$ cat src/rtl/usb_ta_pkg.sv
package usb_ta_pkg;

   typedef enum logic [1:0] {
      LS_SE0 = 2'b00,
      LS_J   = 2'b01,
      LS_K   = 2'b10,
      LS_SQ  = 2'b11
   } line_t;

   typedef enum logic [1:0] {
      ST_IDLE  = 2'd0,
      ST_WAIT  = 2'd1,
      ST_COUNT = 2'd2
   } ta_state_t;

   // counter width: enough for the largest limit, never below MIN_W
   function automatic int cnt_width(input int max_lim, input int min_w);
      int w;
      w = $clog2(max_lim + 1);
      return (w > min_w) ? w : min_w;
   endfunction

endpackage

$ cat src/rtl/usb_ta_line_edge.sv
module usb_ta_line_edge
   import usb_ta_pkg::*;
(
   input  logic       clk_i,
   input  logic       rst_ni,
   input  logic [1:0] line_i,
   output logic       fs_open_o,
   output logic       fs_close_o,
   output logic       hs_open_o,
   output logic       hs_close_o
);

   line_t prev_q;
   line_t cur;

   assign cur = line_t'(line_i);

   always_ff @(posedge clk_i) begin
      if (!rst_ni) prev_q <= LS_J;
      else         prev_q <= cur;
   end

   assign fs_open_o  = (prev_q == LS_SE0) && (cur == LS_J);
   assign fs_close_o = (prev_q == LS_J)   && (cur == LS_K);
   assign hs_open_o  = (prev_q != LS_SQ)  && (cur == LS_SQ);
   assign hs_close_o = (prev_q == LS_SQ)  && (cur != LS_SQ);

   // at most one kind of edge per cycle
   p_edge_excl_r3: assert property (@(posedge clk_i) disable iff (!rst_ni)
      $onehot0({fs_open_o, fs_close_o, hs_open_o, hs_close_o}));

endmodule

$ cat src/rtl/usb_ta_bit_cnt.sv
module usb_ta_bit_cnt #(
   parameter int FS_LIMIT = 18,
   parameter int HS_LIMIT = 816,
   parameter int CNT_W    = 10
) (
   input  logic clk_i,
   input  logic rst_ni,
   input  logic clr_i,
   input  logic inc_i,
   input  logic hs_i,
   output logic hit_o
);

   logic [CNT_W-1:0] cnt_q;
   logic [CNT_W-1:0] limit_w;

   generate
      if (FS_LIMIT == HS_LIMIT) begin : g_one_limit
         assign limit_w = CNT_W'(FS_LIMIT);
         logic unused_hs;
         assign unused_hs = hs_i;
      end else begin : g_two_limits
         assign limit_w = hs_i ? CNT_W'(HS_LIMIT) : CNT_W'(FS_LIMIT);
      end
   endgenerate

   assign hit_o = inc_i && (cnt_q == limit_w - CNT_W'(1));

   always_ff @(posedge clk_i) begin
      if (!rst_ni || clr_i) cnt_q <= '0;
      else if (hit_o)       cnt_q <= '0;
      else if (inc_i)       cnt_q <= cnt_q + CNT_W'(1);
   end

   // count stays below the active limit
   p_no_overflow_r8: assert property (@(posedge clk_i) disable iff (!rst_ni)
      cnt_q < limit_w);

   // count moves only on a strobe or a clear
   p_cnt_on_stb_r10: assert property (@(posedge clk_i) disable iff (!rst_ni)
      (!inc_i && !clr_i) |=> $stable(cnt_q));

endmodule

$ cat src/rtl/usb_turnaround_timer.sv
module usb_turnaround_timer
   import usb_ta_pkg::*;
#(
   parameter int FS_LIMIT = 18,
   parameter int HS_LIMIT = 816,
   parameter int MIN_W    = 10
) (
   input  logic       clk_i,
   input  logic       rst_ni,
   input  logic       arm_i,
   input  logic       hs_sel_i,
   input  logic [1:0] line_state_i,
   input  logic       bit_stb_i,
   output logic       timeout_o,
   output logic       resp_start_o
);

   localparam int MAX_LIM = (HS_LIMIT > FS_LIMIT) ? HS_LIMIT : FS_LIMIT;
   localparam int CNT_W   = cnt_width(MAX_LIM, MIN_W);

   generate
      if (FS_LIMIT < 1 || HS_LIMIT < 1) begin : g_bad_limit
         $error("turnaround limits must be at least 1");
      end
      if (MIN_W < 1) begin : g_bad_width
         $error("MIN_W must be positive");
      end
   endgenerate

   ta_state_t state_q;
   logic      hs_q;
   logic      fs_open, fs_close, hs_open, hs_close;
   logic      open_edge, close_edge;
   logic      cnt_clr, cnt_inc, cnt_hit;

   usb_ta_line_edge u_edge (
      .clk_i      (clk_i),
      .rst_ni     (rst_ni),
      .line_i     (line_state_i),
      .fs_open_o  (fs_open),
      .fs_close_o (fs_close),
      .hs_open_o  (hs_open),
      .hs_close_o (hs_close)
   );

   assign open_edge  = hs_q ? hs_open  : fs_open;
   assign close_edge = hs_q ? hs_close : fs_close;

   assign cnt_clr = arm_i || (state_q != ST_COUNT);
   assign cnt_inc = (state_q == ST_COUNT) && bit_stb_i && !close_edge && !arm_i;

   usb_ta_bit_cnt #(
      .FS_LIMIT (FS_LIMIT),
      .HS_LIMIT (HS_LIMIT),
      .CNT_W    (CNT_W)
   ) u_cnt (
      .clk_i  (clk_i),
      .rst_ni (rst_ni),
      .clr_i  (cnt_clr),
      .inc_i  (cnt_inc),
      .hs_i   (hs_q),
      .hit_o  (cnt_hit)
   );

   always_ff @(posedge clk_i) begin
      if (!rst_ni) begin
         state_q      <= ST_IDLE;
         hs_q         <= 1'b0;
         timeout_o    <= 1'b0;
         resp_start_o <= 1'b0;
      end else begin
         timeout_o    <= 1'b0;
         resp_start_o <= 1'b0;
         if (arm_i) begin
            state_q <= ST_WAIT;
            hs_q    <= hs_sel_i;
         end else begin
            unique case (state_q)
               ST_WAIT: if (open_edge) state_q <= ST_COUNT;
               ST_COUNT: begin
                  if (close_edge) begin
                     resp_start_o <= 1'b1;
                     state_q      <= ST_IDLE;
                  end else if (cnt_hit) begin
                     timeout_o <= 1'b1;
                     state_q   <= ST_IDLE;
                  end
               end
               default: state_q <= ST_IDLE;
            endcase
         end
      end
   end

   // never both outcomes at once
   p_excl_pulse_r9: assert property (@(posedge clk_i) disable iff (!rst_ni)
      !(timeout_o && resp_start_o));

   // timeout is a single-cycle pulse
   p_to_single_r5: assert property (@(posedge clk_i) disable iff (!rst_ni)
      timeout_o |=> !timeout_o);

   // reply pulse is a single-cycle pulse
   p_resp_single_r4: assert property (@(posedge clk_i) disable iff (!rst_ni)
      resp_start_o |=> !resp_start_o);

   // a timeout follows a strobe
   p_to_after_stb_r10: assert property (@(posedge clk_i) disable iff (!rst_ni)
      timeout_o |-> $past(bit_stb_i));

   // after a pulse the block is disarmed
   p_idle_after_r12: assert property (@(posedge clk_i) disable iff (!rst_ni)
      (timeout_o || resp_start_o) |-> (state_q == ST_IDLE));

endmodule

$ cat config.mk
export PLATFORM = sky130hd
export DESIGN_NAME = usb_turnaround_timer
export DESIGN_NICKNAME = d
export VERILOG_FILES = /design/src/rtl/usb_ta_pkg.sv /design/src/rtl/usb_ta_line_edge.sv /design/src/rtl/usb_ta_bit_cnt.sv /design/src/rtl/usb_turnaround_timer.sv
export SDC_FILE = /design/constraint.sdc
export NUM_CORES = 1
export LEC_CHECK = 0
export ABC_AREA = 1
export BUFFER_PORTS_ARGS = -buffer_cell sky130_fd_sc_hd__buf_2
export CORE_UTILIZATION = 55
export DETAILED_ROUTE_END_ITERATION = 7
export GPL_TIMING_DRIVEN = 0
export PLACE_DENSITY = 0.74
export RECOVER_POWER = 100
export SLEW_MARGIN = 30
export SYNTH_ARGS = -nofsm -noshare
export SYNTH_HDL_FRONTEND = slang
export SYNTH_SLANG_ARGS = --single-unit
export TNS_END_PERCENT = 50
$ cat constraint.sdc
create_clock -name clk_i -period 1.9 [get_ports clk_i]
set_input_delay 0.38 -clock clk_i [delete_from_list [all_inputs] [get_ports clk_i]]
set_output_delay 0.38 -clock clk_i [all_outputs]
set_load 0.01 [all_outputs]
==> results of run 1 <==
==> worst max-delay path by stage <==
| stage | end | cells past startpoint |
|---|---|---|
| floorplan | u_cnt.cnt_q[8] | 10 |
| global placement | u_cnt.cnt_q[9] | 9 |
| detailed placement | u_cnt.cnt_q[0] | 9 |
| CTS | u_cnt.cnt_q[8] | 10 |
| global route | u_cnt.cnt_q[4] | 7 |
| finish | u_cnt.cnt_q[0] | 7 |
==> per-stage QoR <==
stage / total power [µW] / cells
5_1_grt: 620 / 199
3_3_place_gp: 408 / 195
2_1_floorplan: 396 / 162
4_1_cts: 605 / 199
6_report: 596 / 199
3_5_place_dp: 409 / 195
==> tightest hold or removal path: cells and delay by family <==
| family | cells | cell delay [ns] |
|---|---|---|
| and+or+nand+nor | 1 | 0.06 |
| buffers and inverters | 2 | 0.12 |
==> kinds of logic after synthesis <==
| family | Yosys count |
|---|---|
| and+or+nand+nor | 97 |
| xor gates and xnor gates | 4 |
| AOI/OAI and AO/OA | 8 |
| buffers and inverters | 35 |
| DFF | 17 |
| adders and majority gates | 1 |
==> area by class of cell <==
type / instances / area (µm²)
sequential: 17 / 340
buffer: 1 / 11.3
timing repair buffer: 8 / 35.0
clock buffer: 3 / 22.5
multi-input combinational: 110 / 526
fill: 186 / 647
clock inverter: 1 / 5.00
tap: 25 / 31.3
inverter: 34 / 128
==> registers in the layout, indices dropped and copies added (netlist names) <==
register       count
hs_q               1
state_q            2
u_edge.prev_q      2
u_cnt.cnt_q       10
resp_start_o       1
timeout_o          1
==> power groups by stage <==
stage	registers, µW	logic (µW)	clock network, µW
6_report	365	33.3	198
5_1_grt	366	38.0	217
4_1_cts	366	35.0	205
3_5_place_dp	374	34.9	0
3_3_place_gp	374	33.9	0
2_1_floorplan	373	23.3	0
==> layer usage <==
metal	up-vias	GRT usage [%]	wire [µm]
met5	-	0	0
met2	9	32.5	854
met3	4	2.40	32
met4	0	10.9	24
met1	408	24.3	885
li1	511	-	-
==> synthesized netlist by cell type (2+ instances only) <==
library cell	count
o21ai_0	2
inv_2	3
nand3_1	9
nand2_1	46
nor2_2	6
nor2_1	21
nand4_1	4
dfxtp_1	17
nand2_2	2
xor2_1	3
inv_1	31
nand3_2	4
a21oi_1	3
==> results.json, run 1 <==
{
  "timing.hold.ws_ns": 0.297,
  "setup_viol": 0,
  "synthTopCellsByArea": "dfxtp_1 33%, nand2_1 17%, inv_1 11%, nor2_1 7.7%, nand3_1 4.4%",
  "worst-path-max-fanout": 10,
  "drt_pre_antenna_iters": 4,
  "path_clk_slew_ns": 0.10,
  "worst_setup_path_start_kind": "flip-flop",
  "place.gp.congestion": 0.807,
  "power_frac_clock_pct": 33.2,
  "grt_antenna_before_repair": 0,
  "grt_pass1_vias": 723,
  "antenna_left": 0,
  "vias": 932,
  "synth_top_family_by_area": "simple AND/OR/NAND/NOR gates",
  "synth_compound_area_share_pct": 4.52,
  "synth_xor_area_share_pct": 3.42,
  "cts_buffer_depth": 2,
  "start_util_pct": 58.7,
  "hold_end": "u_edge.prev_q[1]",
  "period_share_pct": 82.7,
  "tns_ns": 0,
  "synth_area_um2": 1020,
  "synth.largest_area_cell": "dfxtp_1",
  "ys_warn_count": 0,
  "postPlaceCellArea_um2": 1100,
  "fin_area_um2": 1100,
  "die-area_um2": 2040,
  "cts_tree": "done",
  "crit_start": "u_cnt.cnt_q[2]",
  "fin_nets": 183,
  "p_int_uw": 453,
  "grt_usage_pct": 19.6,
  "rsz0062_at_grt": "no",
  "p_leak_uw": 0.000497,
  "async_flop_share_pct": 0,
  "whs_path_depth": 3,
  "cts-buffers-inserted": 3,
  "coreArea_um2": 1750,
  "synth_cell_types": 24,
  "r2r_end": "u_cnt.cnt_q[0]",
  "min-delay-start": "line_state_i[1]",
  "holdCritPathClass": "in -> reg",
  "setup_ws_ns": 0.328,
  "worst_clock_skew_ns": 0.00364,
  "path_common_cell": "nand2_1",
  "yosysTopAreaCellShare_pct": 33.2,
  "cp_top_family": "simple AND/OR/NAND/NOR gates",
  "die_x_um": 45.2,
  "vdd_ir_drop_max_mv": 0.396,
  "reg2reg_slack_ns": 0.33,
  "portBuffers": 8,
  "synth_cells": 162,
  "layout_common_cells": "49 x nand2_1, 32 x inv_1, 22 x nor2_1",
  "dp_hpwl_um": 1380,
  "clock_latency_ns": 0.29,
  "grt_pass1_wl_um": 2870,
  "syn2layout_area_growth_pct": 7.20,
  "muxShareOfSynthArea_pct": 0,
  "worst_slew_pin_slew_ns": 0.472,
  "drt_iter0_markers": 13,
  "max_stage_delay_ns": 0.43,
  "ys_seq_area_share_pct": 33.2,
  "final_util_pct": 62.9,
  "path_cells": "nand2_1, nor2_1, nand2_1, a21oi_2, nand3_1, nand2_1, nor2_1",
  "dieHeight_um": 45.2,
  "maxSlewHeadroom_pct": 68.4,
  "min_period_ns": 1.57,
  "fp-row-count": 15,
  "cp.buffers_inverters": 0,
  "path_class": "reg -> reg",
  "synth_ff_type": "dfxtp_1",
  "drt_wl_total_um": 1800,
  "hold_viol": 0,
  "status": "completed",
  "combinationalPowerShare_pct": 5.6,
  "ys_ff_latch": 17,
  "synthAdderAreaFrac_pct": 1.22,
  "cts_setup_buffers": 0,
  "grt_max_degree": 11,
  "max_cap_viol_count": 0,
  "post_synth_and_or_nand_nor_area_fraction_pct": 44.1,
  "cts_sinks": 17,
  "reg2reg_from": "u_cnt.cnt_q[2]",
  "p_per_area_nw_per_um2": 543,
  "post_drt_wl_per_cell_um": 9.03,
  "slew_viol_final": 0,
  "ctsHoldBuffers": 0,
  "synth_edf_count": 0,
  "swShare_pct": 24.0,
  "pin_count": 9,
  "via_per_inst": 4.68,
  "place_ws_ns": 0.459,
  "h-tree-depth": 1,
  "cp.required_ns": 2.08,
  "synth.net_count": 170,
  "cp_slowest_cell": "dfxtp_1",
  "reg2regPathDepth": 7,
  "syn_area_per_cell_um2": 6.33,
  "p_sw_uw": 143,
  "drive_above_1_share_pct": 12.6,
  "cts_root_buffer": "clkbuf_4",
  "overflow": 0,
  "route.detailed.drc": 0,
  "antenna_cells": 0,
  "p_seq_share_pct": 61.2,
  "worstSetupEndpointType": "flip-flop",
  "worstPathArrival_ns": 1.75,
  "final_common_cell": "nand2_1",
  "fmax_ghz": 0.636,
  "cts.repair.resized": 0
}
(Power assumes the default switching activity.)
==> run 2, diff against run 1 <==
CORE_UTILIZATION = 51   (was 55)
PLACE_DENSITY = 0.73   (was 0.74)
clock period = 1.4 ns   (was 1.9 ns; I/O delays follow)
==> run 2 against run 1 <==
- wire length up 11%
- via count is 3.1% higher
- core utilization up 0.46 points
- combinational power is 42% higher
- first-iteration DRC count grew to 2.5 times the previous value
- register-to-register slack lost 0.22 ns
- non-clock buffer count did not move
- maximum frequency increased by 22%
- sequential cell count unchanged
- largest cell class unchanged
- largest power group unchanged
==> results.json, run 2 (same netlist as run 1, synthesis figures left out) <==
{
  "cts_tree": "done",
  "cp_top_family": "simple AND/OR/NAND/NOR gates",
  "min-delay-start": "rst_ni",
  "multi_input_area_um2": 561,
  "p_total_uw": 814,
  "cts_setup_buffers": 0,
  "status": "completed",
  "cts.repair.resized": 1,
  "fmax_ghz": 0.776,
  "largest_reg_flops": 10,
  "reg2regPathDepth": 7,
  "whs_path_depth": 3,
  "worstSetupEndpointType": "flip-flop",
  "path_clk_slew_ns": 0.10,
  "h-tree-depth": 1,
  "path_cells": "nand2_1, nor2_1, nand2_1, a21oi_2, nand3_2, nand2_4, nor2_1",
  "die_x_um": 46.8,
  "reg2reg_slack_ns": 0.11,
  "cp_slowest_cell": "dfxtp_1",
  "hold_viol": 0,
  "holdCritPathClass": "in -> reg",
  "via_per_inst": 4.83,
  "grt_pass1_vias": 847,
  "fin_nets": 183,
  "fp-row-count": 15,
  "overflow": 0,
  "worstPathArrival_ns": 1.49,
  "slew_viol_final": 0,
  "setup_ws_ns": 0.111,
  "r2r_end": "u_cnt.cnt_q[9]",
  "setup_viol": 0,
  "max_cap_viol_count": 0,
  "grt_max_degree": 11,
  "n_fill_cell": 180,
  "syn2layout_area_growth_pct": 11.5,
  "place.gp.congestion": 0.873,
  "clock_latency_ns": 0.30,
  "cts_root_buffer": "clkbuf_4",
  "cts_buffer_depth": 2,
  "post_drt_wl_per_cell_um": 10.1,
  "cts-buffers-inserted": 3,
  "grt_usage_pct": 21.8,
  "min_period_ns": 1.29,
  "final_util_pct": 63.4,
  "antenna_left": 0,
  "drt_wl_total_um": 2000,
  "path_class": "reg -> reg",
  "pin_count": 9,
  "p_leak_uw": 0.000499,
  "vias": 961,
  "place_ws_ns": -0.0337,
  "period_share_pct": 92.1,
  "cts_sinks": 17,
  "dp_hpwl_um": 1570,
  "vdd_ir_drop_max_mv": 0.394,
  "reg2reg_from": "u_cnt.cnt_q[5]",
  "rsz0062_at_grt": "no",
  "grt_pass1_wl_um": 3330,
  "worst_slew_pin_slew_ns": 0.313,
  "register_area_um2": 349,
  "worst_clock_skew_ns": 0.00140,
  "worst-path-max-fanout": 10,
  "dieHeight_um": 46.8,
  "drive_above_1_share_pct": 20.1,
  "drt_pre_antenna_iters": 4,
  "ctsHoldBuffers": 0,
  "worst_setup_path_start_kind": "flip-flop",
  "reg.largest.list": "u_cnt.cnt_q: 10 flops, state_q: 2 flops, u_edge.prev_q: 2 flops",
  "antenna_cells": 0,
  "start_util_pct": 56.9,
  "drt_iter0_markers": 33,
  "p_per_area_nw_per_um2": 712,
  "grt_antenna_before_repair": 0,
  "hold_end": "u_edge.prev_q[1]",
  "portBuffers": 8,
  "layout_common_cells": "46 x nand2_1, 32 x inv_1, 20 x nor2_1",
  "coreArea_um2": 1800,
  "final_common_cell": "nand2_1",
  "maxSlewHeadroom_pct": 78.9,
  "route.detailed.drc": 0,
  "cp.buffers_inverters": 0,
  "regMostFlops": "u_cnt.cnt_q",
  "die-area_um2": 2190,
  "max_stage_delay_ns": 0.45,
  "cp.required_ns": 1.60
}
## run 2: how the worst max path moves through the flow
stage / startpoint / endpoint / slack [ns] / cells after the start
5_1_grt: u_cnt.cnt_q[0] / u_cnt.cnt_q[8] / 0.003 / 10
6_report: u_cnt.cnt_q[5] / u_cnt.cnt_q[9] / 0.11 / 7
3_5_place_dp: u_cnt.cnt_q[0] / u_cnt.cnt_q[8] / -0.03 / 10
4_1_cts: u_cnt.cnt_q[0] / u_cnt.cnt_q[8] / 0.01 / 10
3_3_place_gp: u_cnt.cnt_q[0] / u_cnt.cnt_q[8] / 0.03 / 10
2_1_floorplan: u_cnt.cnt_q[0] / u_cnt.cnt_q[8] / 0.17 / 10
## run 2: routing by layer
metal  vias up  global-route usage, %  wire length (µm)
met2        17                   36.7               927
met4         0                   12.0                44
met5         -                      0                 0
li1        512                      -                 -
met1       427                   26.4               959
met3         5                   3.85                71
## run 2: through the flow
| step | instances | hold slack [ns] | instance area, µm² | TNS, ns |
|---|---|---|---|---|
| finish | 199 | 0.191 | 1140 | 0 |
| global route | 199 | 0.203 | 1140 | 0 |
| CTS | 199 | 0.169 | 1130 | 0 |
| detailed placement | 195 | 0.488 | 1100 | -0.0337 |
| global placement | 195 | 0.487 | 1100 | 0 |
| floorplan | 162 | 0.373 | 1020 | 0 |
## run 2: final cells by class
type / instances / area share (%)
multi-input cells: 110 / 49.1
clock inverters: 1 / 0.438
repair buffers: 8 / 3.07
flip-flops and latches: 17 / 30.6
plain buffers: 1 / 0.986
inverters: 34 / 11.2
clock buffers: 3 / 1.97
well taps: 25 / 2.74
## run 2: where the power goes
group	internal, µW	total (µW)	switching, µW
sequential	489	494	5.20
combinational	17.8	47.3	29.4
clock	107	273	166
total	613	814	201
## run 2: worst reg2reg max path: stages, from the launching register on
cell and delay [ns]:
dfxtp_1 0.45, nand2_1 0.08, nor2_1 0.10, nand2_1 0.08, a21oi_2 0.13, nand3_2 0.12
nand2_4 0.16, nor2_1 0.06
